==> src/rtl/idm_pkg.sv <==
`timescale 1ns/1ps
package idm_pkg;
  localparam int BYTE_W = 8;
  localparam int WIN_AW = 7;

  typedef enum logic [2:0] {
    OP_IDLE = 3'd0,
    OP_DIR  = 3'd1,
    OP_IND  = 3'd2,
    OP_REG  = 3'd3,
    OP_BIT  = 3'd4,
    OP_PUSH = 3'd5,
    OP_POP  = 3'd6,
    OP_RSVD = 3'd7
  } op_e;

  typedef struct packed {
    logic              hit_ram;
    logic              hit_sfr;
    logic              is_bit;
    logic [WIN_AW-1:0] idx;
    logic [2:0]        bpos;
  } target_t;
endpackage

==> src/rtl/idm_decode.sv <==
`timescale 1ns/1ps
module idm_decode
  import idm_pkg::*;
#(
  parameter int RAM_BYTES = 128
) (
  input  logic [2:0]        op,
  input  logic [BYTE_W-1:0] addr,
  input  logic [BYTE_W-1:0] sp,
  input  logic [1:0]        bank,
  output target_t           tgt,
  output logic              sp_upd,
  output logic [BYTE_W-1:0] sp_nxt
);
  logic [BYTE_W-1:0] sp_up;
  logic [BYTE_W-1:0] sp_dn;

  assign sp_up = sp + 8'd1;
  assign sp_dn = sp - 8'd1;

  always_comb begin
    tgt    = '0;
    sp_upd = 1'b0;
    sp_nxt = sp;
    unique case (op_e'(op))
      OP_DIR: begin
        if (!addr[7]) tgt.hit_ram = (int'(addr) < RAM_BYTES);
        else          tgt.hit_sfr = 1'b1;
        tgt.idx = addr[6:0];
      end
      OP_IND: begin
        tgt.hit_ram = !addr[7] && (int'(addr) < RAM_BYTES);
        tgt.idx     = addr[6:0];
      end
      OP_REG: begin
        tgt.hit_ram = 1'b1;
        tgt.idx     = {2'b00, bank, addr[2:0]};
      end
      OP_BIT: begin
        tgt.is_bit = 1'b1;
        tgt.bpos   = addr[2:0];
        if (!addr[7]) begin
          tgt.hit_ram = 1'b1;
          tgt.idx     = {3'b010, addr[6:3]};
        end else begin
          tgt.hit_sfr = 1'b1;
          tgt.idx     = {addr[6:3], 3'b000};
        end
      end
      OP_PUSH: begin
        tgt.hit_ram = !sp_up[7] && (int'(sp_up) < RAM_BYTES);
        tgt.idx     = sp_up[6:0];
        sp_upd      = 1'b1;
        sp_nxt      = sp_up;
      end
      OP_POP: begin
        tgt.hit_ram = !sp[7] && (int'(sp) < RAM_BYTES);
        tgt.idx     = sp[6:0];
        sp_upd      = 1'b1;
        sp_nxt      = sp_dn;
      end
      default: ;
    endcase
  end
endmodule

==> src/rtl/idm_ram.sv <==
`timescale 1ns/1ps
module idm_ram
  import idm_pkg::*;
#(
  parameter int DEPTH = 128,
  localparam int AW   = $clog2(DEPTH)
) (
  input  logic              clk,
  input  logic              we,
  input  logic [AW-1:0]     waddr,
  input  logic [BYTE_W-1:0] wdata,
  input  logic [AW-1:0]     raddr,
  output logic [BYTE_W-1:0] rdata
);
  logic [BYTE_W-1:0] mem [DEPTH];

  always_ff @(posedge clk) begin
    if (we) mem[waddr] <= wdata;
  end

  assign rdata = mem[raddr];
endmodule

==> src/rtl/idm_sfr.sv <==
`timescale 1ns/1ps
module idm_sfr
  import idm_pkg::*;
#(
  parameter logic [WIN_AW-1:0] SP_IDX  = 7'h01,
  parameter logic [WIN_AW-1:0] PSW_IDX = 7'h50,
  parameter logic [BYTE_W-1:0] SP_INIT = 8'h07
) (
  input  logic              clk,
  input  logic              rst,
  input  logic              we,
  input  logic [WIN_AW-1:0] waddr,
  input  logic [BYTE_W-1:0] wdata,
  input  logic [WIN_AW-1:0] raddr,
  output logic [BYTE_W-1:0] rdata,
  output logic [BYTE_W-1:0] sp_o,
  output logic [BYTE_W-1:0] psw_o
);
  localparam int N = 1 << WIN_AW;
  logic [BYTE_W-1:0] regs [N];

  for (genvar i = 0; i < N; i++) begin : g_reg
    localparam logic [BYTE_W-1:0] INIT = (i == int'(SP_IDX)) ? SP_INIT : '0;
    always_ff @(posedge clk) begin
      if (rst)                                  regs[i] <= INIT;
      else if (we && waddr == WIN_AW'(i))       regs[i] <= wdata;
    end
  end

  assign rdata = regs[raddr];
  assign sp_o  = regs[SP_IDX];
  assign psw_o = regs[PSW_IDX];
endmodule

==> src/rtl/idata_unit.sv <==
`timescale 1ns/1ps
module idata_unit
  import idm_pkg::*;
#(
  parameter int                RAM_BYTES = 128,
  parameter logic [BYTE_W-1:0] SP_RESET  = 8'h07,
  parameter logic [BYTE_W-1:0] SP_LOC    = 8'h81,
  parameter logic [BYTE_W-1:0] PSW_LOC   = 8'hD0
) (
  input  logic              clk,
  input  logic              rst,
  input  logic [2:0]        op,
  input  logic [7:0]        addr,
  input  logic              wr_en,
  input  logic [7:0]        wr_data,
  input  logic              wr_bit,
  output logic [7:0]        rd_data
);
  localparam logic [WIN_AW-1:0] SP_IDX  = SP_LOC[WIN_AW-1:0];
  localparam logic [WIN_AW-1:0] PSW_IDX = PSW_LOC[WIN_AW-1:0];
  localparam int                RAM_AW  = $clog2(RAM_BYTES);

  target_t           tgt;
  logic              sp_upd;
  logic [BYTE_W-1:0] sp_nxt, sp_w, psw_w;
  logic [BYTE_W-1:0] ram_q, sfr_q, cur_byte, new_byte;
  logic              is_access, do_write, ram_we, sfr_we;
  logic [WIN_AW-1:0] sfr_waddr;
  logic [BYTE_W-1:0] sfr_wdata;
  op_e               op_t;

  assign op_t = op_e'(op);

  idm_decode #(.RAM_BYTES(RAM_BYTES)) dec_i (
    .op(op), .addr(addr), .sp(sp_w), .bank(psw_w[4:3]),
    .tgt(tgt), .sp_upd(sp_upd), .sp_nxt(sp_nxt)
  );

  idm_ram #(.DEPTH(RAM_BYTES)) ram_i (
    .clk(clk), .we(ram_we), .waddr(tgt.idx[RAM_AW-1:0]), .wdata(new_byte),
    .raddr(tgt.idx[RAM_AW-1:0]), .rdata(ram_q)
  );

  idm_sfr #(.SP_IDX(SP_IDX), .PSW_IDX(PSW_IDX), .SP_INIT(SP_RESET)) sfr_i (
    .clk(clk), .rst(rst), .we(sfr_we), .waddr(sfr_waddr), .wdata(sfr_wdata),
    .raddr(tgt.idx), .rdata(sfr_q), .sp_o(sp_w), .psw_o(psw_w)
  );

  always_comb begin
    cur_byte = tgt.hit_ram ? ram_q : (tgt.hit_sfr ? sfr_q : 8'h00);
    new_byte = wr_data;
    if (tgt.is_bit) begin
      new_byte            = cur_byte;
      new_byte[tgt.bpos]  = wr_bit;
    end
  end

  assign is_access = (op_t == OP_DIR) || (op_t == OP_IND) ||
                     (op_t == OP_REG) || (op_t == OP_BIT);
  assign do_write  = (is_access && wr_en) || (op_t == OP_PUSH);
  assign ram_we    = do_write && tgt.hit_ram && !rst;
  assign sfr_we    = ((do_write && tgt.hit_sfr) || sp_upd) && !rst;
  assign sfr_waddr = sp_upd ? SP_IDX : tgt.idx;
  assign sfr_wdata = sp_upd ? sp_nxt : new_byte;

  always_ff @(posedge clk) begin
    if (rst) begin
      rd_data <= 8'h00;
    end else if (is_access || op_t == OP_POP) begin
      rd_data <= tgt.is_bit ? {7'b0, cur_byte[tgt.bpos]} : cur_byte;
    end else if (op_t == OP_PUSH) begin
      rd_data <= 8'h00;
    end
  end

  // stack pointer comes out of reset at its initial value
  a_r5_sp_reset: assert property (@(posedge clk) disable iff (rst)
    $fell(rst) |-> (sp_w == SP_RESET && psw_w == 8'h00));

  // push pre-increments the stack pointer
  a_r9_push_step: assert property (@(posedge clk) disable iff (rst)
    (op_t == OP_PUSH) |=> (sp_w == $past(sp_w) + 8'd1));

  // pop post-decrements the stack pointer
  a_r10_pop_step: assert property (@(posedge clk) disable iff (rst)
    (op_t == OP_POP) |=> (sp_w == $past(sp_w) - 8'd1));

  // idle keeps the read port steady
  a_r11_idle_hold: assert property (@(posedge clk) disable iff (rst)
    (op_t == OP_IDLE || op_t == OP_RSVD) |=> $stable(rd_data));

  // high indirect accesses never write storage
  a_r3_ind_high_nowrite: assert property (@(posedge clk) disable iff (rst)
    (op_t == OP_IND && addr[7]) |-> (!ram_we && !sfr_we));

  // bit reads return a single bit
  a_r6_bit_narrow: assert property (@(posedge clk) disable iff (rst)
    (op_t == OP_BIT) |=> (rd_data[7:1] == 7'd0));

  // register operands land in the bank chosen by the status bits
  a_r4_reg_bank: assert property (@(posedge clk) disable iff (rst)
    (op_t == OP_REG) |-> (tgt.hit_ram && tgt.idx[4:3] == psw_w[4:3] &&
                          tgt.idx[6:5] == 2'b00));
endmodule

==> config.mk <==
export PLATFORM = sky130hd
export DESIGN_NAME = idata_unit
export DESIGN_NICKNAME = d
export VERILOG_FILES = /design/src/rtl/idm_pkg.sv /design/src/rtl/idm_decode.sv /design/src/rtl/idm_ram.sv /design/src/rtl/idm_sfr.sv /design/src/rtl/idata_unit.sv
export SDC_FILE = /design/constraint.sdc
export NUM_CORES = 2
export LEC_CHECK = 0
export BUFFER_PORTS_ARGS = -buffer_cell sky130_fd_sc_hd__buf_2
export CORE_MARGIN = 2
export CORE_UTILIZATION = 58
export DETAILED_ROUTE_END_ITERATION = 8
export PLACE_DENSITY = 0.74
export SLEW_MARGIN = 20
export SYNTH_ARGS = -nofsm -noshare
export SYNTH_HDL_FRONTEND = slang
export SYNTH_SLANG_ARGS = --single-unit
==> constraint.sdc <==
create_clock -name clk -period 12.7 [get_ports clk]
set_input_delay 1.905 -clock clk [delete_from_list [all_inputs] [get_ports clk]]
set_output_delay 1.905 -clock clk [all_outputs]
set_load 0.05 [all_outputs]
==> Word level (Yosys, flattened, before mapping) <==
Memory sizes are Yosys's and may differ from the RTL's.
Cells that the tools add are included.
{ "op_classes": {"addsub": 2, "magnitude_cmp": 5, "eq_ne": 133, "mux": 540, "n_bitwise": 128, "n_reduce_logical": 152} }
{ "ops": {"columns": ["cell", "count"], "rows": [
  ["two-way mux 8 bit", 135],
  ["== test 7 bit (second input constant)", 64],
  ["two-way mux 1 bit", 396],
  ["== test 7 x 6 -> 1 bit (second input constant)", 32],
  ["logical AND 1 bit", 137],
  ["OR 1 bit", 128],
  ["== test 7 x 5 -> 1 bit (second input constant)", 16],
  ["== test 7 x 4 -> 1 bit (second input constant)", 8],
  ["case mux 7 bit (5 select lines)", 1],
  ["== test 7 x 3 -> 1 bit (second input constant)", 4],
  ["less-than comparator 8 bit (second input constant)", 3],
  ["case mux 8 bit (2 select lines)", 1],
  ["== test 7 x 2 -> 1 bit (second input constant)", 2],
  ["two-way mux 7 bit", 2],
  ["== test 3 bit (second input constant)", 3],
  ["adder 8 x 1 -> 8 bit (second input constant)", 1],
  ["bitwise mux 8 bit", 1],
  ["subtractor 8 x 1 -> 8 bit (second input constant)", 1],
  ["== test 7 x 1 -> 1 bit (second input constant)", 1],
  ["zero test 7 bit", 1],
  ["== test 3 x 2 -> 1 bit (second input constant)", 2],
  ["logical OR 1 bit", 6],
  ["case mux 1 bit (6 select lines)", 1],
  ["OR reduction 2 bit", 3],
  ["other kinds (8)", 11]
]} }
{ "word_totals": {"ff_bits": 8, "ramBits": 2048, "in_bits": 23, "elab_cells": 963, "mem_count": 2} }
{ "mem_list": {"columns": ["memory", "depth", "word_bits", "read_ports", "rd_ports_with_merged_regs", "write_ports", "line_no", "rtl"], "rows": [
  ["ram_i.mem", 128, 8, 1, 0, 1, "idm_ram.sv:15", "logic [BYTE_W-1:0] mem [DEPTH];"],
  ["sfr_i.regs", 128, 8, 3, 0, 128, "idm_sfr.sv:20", "logic [BYTE_W-1:0] regs [N];"]
]} }

==> Depth between registers and ports, before layout <==
{ "depth": {"depth_word": 14, "ltp_mapped": 24, "depth_no_buf": 15} }

==> Modules after synthesis <==
From an unflattened synthesis, not the netlist that was laid out.
{ "hier_totals": {"hier_cells": 4857, "hier_area_um2": 89026.6} }
{ "by_module_without_submodules": {"columns": ["module", "n_inst", "cells_each", "area_per_inst_um2"], "rows": [
  ["idm_sfr", 1, 2984, 47697.0],
  ["idm_ram", 1, 1620, 39466.6],
  ["idata_unit", 1, 133, 1066.0],
  ["idm_decode", 1, 120, 797.0]
]} }

==> Worst setup path after synthesis <==
No wires, ideal clock.
{ "synth_path": {"kind": "input to register", "from": "input op[1]", "to": "memory ram_i.mem[0][3] (data pin)", "t_arrival_ns": 9.601, "required_ns": 11.503, "slack_ns": 1.902, "stages": 16, "n_path_buf": 6, "path_cell_list": "buf_2 -> nor3b_4 -> nand3b_2 -> and2_1 -> buf_6 -> buf_6 -> buf_6 -> buf_4 -> buf_2 -> o21ai_0 -> o2111ai_1 -> and3_1 -> or4_1 -> o211ai_1 -> a21oi_1 -> o21ai_0"} }
{ "synth_via": {"elab_chain_len": 8, "word_cells_on_any_way": 24} }
{ "synth_rtl": {"columns": ["element", "line_no", "rtl"], "rows": [
  ["start: declaration", "idata_unit.sv:12", "input logic [2:0] op,"],
  ["== test 3 x 1 -> 1 bit (tied with other cells)", "idm_decode.sv:25", "unique case (op_e'(op))"],
  ["OR reduction 2 bit (no line) or two-way mux 3 bit (tied branches)", null, null],
  ["case mux 7 bit (5 select lines) (tied with other cells)", "idm_decode.sv:25", null],
  ["memory read (128 x 8 bit) or logical AND 1 bit (tied branches)", null, null],
  ["two-way mux 8 bit or two-way mux 1 bit (tied branches)", "idata_unit.sv:50, idata_unit.sv:54", null],
  ["two-way mux 8 bit or demux 1 bit (select 3 bit) (tied branches)", "idata_unit.sv:50, idata_unit.sv:54", null],
  ["bitwise mux 8 bit", "idata_unit.sv:54", "new_byte[tgt.bpos] = wr_bit;"],
  ["two-way mux 8 bit (*)", "idata_unit.sv:52", "if (tgt.is_bit) begin"],
  ["via new_byte[3]", "idata_unit.sv:26", "logic [BYTE_W-1:0] ram_q, sfr_q, cur_byte, new_byte;"],
  ["end: declaration", "idm_ram.sv:15", null]
]} }
Mark *: on every way through the listed nets, which the timed path passes. The rest lies on a longest branch.

==> impl_metrics.tcl <==
set metrics [dict create \
    dieHeight_microns 388 \
    cp_cell_sequence "buf_2, nor2b_1, a211oi_1, nand3b_1, o311a_1, nor2_1, nand2_1, o21ai_0, a311o_1, a2111oi_2, nor3_1, a211oi_1, o31a_2, buf_4, buf_4, nor2_1" \
    critical_path.slowest_cell "buf_4" \
    cts_num_sinks 2056 \
    worst_ep_arrival_time_ns 9.60 \
    worst_pin_slew_ns 1.30 \
    async_flop_share_pct 0 \
    grt_pass1_wl_microns 394000 \
    max_stage_delay_ns 0.84 \
    place.gp.congestion 0.969 \
    fillers 10500 \
    synthDominantCellAreaShare_pct 71.8 \
    clkTransAtPathRegs_ns 0.06 \
    seq_area_sq_um 61700 \
    cts_hold_buffers 0 \
    start_util_pct 58.2 \
    start_kind "input pin" \
    path_max_fanout 72 \
    synth_xor_area_share_pct 0.0511 \
    htreeDepth 4 \
    ys_warn_count 0 \
    avgSynthCellArea_sq_um 13.4 \
    clock_latency_ns 0.86 \
    ff2ff_path_depth 17 \
    io_pins 31 \
    grt_start_max_net_pins 110 \
    crit_cells 16 \
    status "complete, no violations" \
    hold_viol_final 0 \
    cap_violations 0 \
    postSynthRegisterBits 2056 \
    maxSlewHeadroom_pct 12.9 \
    min_period_over_period_pct 71.2 \
    yosys.area_share.simple_pct 11.6 \
    clockBufferDepth 3 \
    crit_type "in2reg" \
    clock.fmax_ghz 0.111 \
    track_usage_pct 36.0 \
    wl_per_cell_microns 33.0 \
    synth_top_area_cell "edfxtp_1" \
    area_growth_syn_to_layout_pct 8.58 \
    grt_pass1_vias 55700 \
    overflow 0 \
    firstDrtPassIters 7 \
    p_per_area_nw_per_um2 162 \
    fin_crit_ns 9.05 \
    finalSetupTns_ns 0 \
    skew_ns 0.0325 \
    multi_input_area_sq_um 21600 \
    syn_nets 6428 \
    synth_top_family_by_area "simple AND/OR/NAND/NOR gates" \
    synth_cell_types 93 \
    synth_enable_flop_cells 2048 \
    synth_compound_area_share_pct 10.9 \
    ant_nets 0 \
    cts_tree "built" \
    std_cell_rows 141 \
    ys_seq_area_share_pct 71.9 \
    place_area_sq_um 87000 \
    hold_path.class "reg2reg" \
    drt-vias-per-instance 7.15 \
    postCtsSetupRepairBufs 0 \
    postCtsResizedCells 0 \
    final_area_sq_um 93100 \
    crit_required_ns 13.25 \
    setup_viol 0 \
    crit_buf_inv 3 \
    synth_adder_area_share_pct 0.0292 \
    drv_slew 0 \
    core-area_sq_um 147000 \
    whs_path_depth 2 \
    hpwl_microns 164000 \
    dr.first_iter.drc_count 12200 \
    drive_gt1_share_pct 8.17 \
    yosys-top-cells-area "edfxtp_1 72%, nor2_1 5.9%, nand2_1 2.8%" \
    synth_area_sq_um 85700 \
    clockRootBuffer "clkbuf_16" \
    final_nets 6303 \
    critPathCaptureType "register" \
    drc 0 \
    vias 59900 \
    r2r_setup_slack_ns 4.17 \
    die_x_microns 388 \
    ir_worst_vdd_uv 185 \
    io_buffers 30 \
    grt_antenna_before_repair 15 \
    routed_wl_microns 277000 \
    critPathTopFamily "compound AO/OA/AOI/OAI gates" \
    synth_flop_cell "edfxtp_1" \
    p_leak_nw 30.9 \
    syn-instance-count 6403 \
    dieArea_sq_um 151000 \
    rsz0062_at_grt "no" \
    cts_made_buffers 195 \
    synthMuxAreaShare_pct 2.13 \
]
[layout by cell type (no fill, tap or decap), types with 52 or more instances in the layout]
cell type  Yosys  final
o221ai_1     115    114
nand2b_1     135    135
a22oi_1       64     64
nand3_1      100    100
clkbuf_1     137     52
nand2_1      629    627
clkinv_1       0     53
o21ai_0      106    104
a221oi_1     123    123
edfxtp_1    2048   2048
a21oi_1      165    163
buf_4         46    120
nor2_1      1336   1304
clkbuf_16      0    201
o22ai_1      227    227
mux2i_1      173    173
nor3_1        71     71
a31oi_1       61     60
[state kept, by name, indices dropped and copies added, names as in the netlist]
name / count
ram_i.mem: 1024
sfr_i.regs: 1024
rd_data: 8
[where the power goes]
part           switching [mW]  total (mW)  internal [mW]  leakage, nW
Clock                    2.53        5.61           3.08         2.93
Sequential             0.0515        7.67           7.61         19.9
Combinational            1.37        1.77          0.401         8.08
[synth_stat cells (all sizes together) (31+ instances only)]
cell type and count:
nor3 72, o21ai 114, nand3 100, a31oi 61
o22ai 228, clkbuf 137, nand2 633, o221ai 115
a222oi 45, nor4 31, a22oi 66, a221oi 125
mux2i 173, nand2b 135, a21oi 168, edfxtp 2048
a221o 42, nor2 1336, buf 348, a32oi 38
[per-layer routing]
layer	vias to the layer above	share of wire, %	track usage, %
li1	24100	-	-
met3	959	18	12.8
met4	14	5.7	17.4
met1	29100	34	50.1
met2	5764	42	50.5
met5	-	0.078	0.542
[path summary, 6_finish.rpt]
path	startpoint	end
worst max-delay path	op[1]	sfr_i.regs[52][2]
worst max register to register	sfr_i.regs[1][0]	ram_i.mem[25][3]
worst min-delay path	rd_data[1]	rd_data[1]
worst min register to register	rd_data[1]	rd_data[1]
[worst register-to-register path: cells and delay by family, from the launching register on]
family | cells | cell delay (ns)
AO/OA/AOI/OAI | 9 | 3.74
adder cells (fa/ha/maj) | 1 | 0.41
buffers and inverters | 4 | 2.12
flip-flops | 1 | 0.76
AND/OR/NAND/NOR | 3 | 1.01
[cell type report]
| cell class | count | area share, % |
|---|---|---|
| antenna | 10 | 0.0269 |
| clock buffer | 253 | 5.62 |
| clock inverter | 107 | 0.858 |
| inverter | 16 | 0.0645 |
| multi-input combinational | 3846 | 23.2 |
| sequential | 2056 | 66.3 |
| tap | 1930 | 2.60 |
| timing repair buffer | 163 | 1.42 |
[cell families (layout without fill, tap and decap cells)]
kind of cell | count (synthesis) | after routing
simple gates | 2392 | 2392
flops | 2056 | 2056
compound gates | 1266 | 1266
buf+inv | 501 | 539
mux | 181 | 181
xor+xnor | 5 | 5
fa+ha+maj | 2 | 2
other cells | 0 | 10
[metrics by stage]
stage / setup WS (ns) / power, mW / cells / utilization, % / hold WS [ns]
2_1_floorplan: 1.90 / 8.80 / 6403 / - / 0.672
3_3_place_gp: 3.32 / 9.45 / 8011 / 59.1 / 0.542
3_5_place_dp: 3.28 / 9.47 / 8011 / 59.1 / 0.543
4_1_cts: 4.13 / 14.9 / 8371 / 63.2 / 0.552
5_1_grt: 3.54 / 15.3 / 8371 / 63.2 / 0.608
6_report: 3.65 / 15.0 / 8381 / 63.2 / 0.596
No activity file was read; power rests on OpenSTA's default activity.
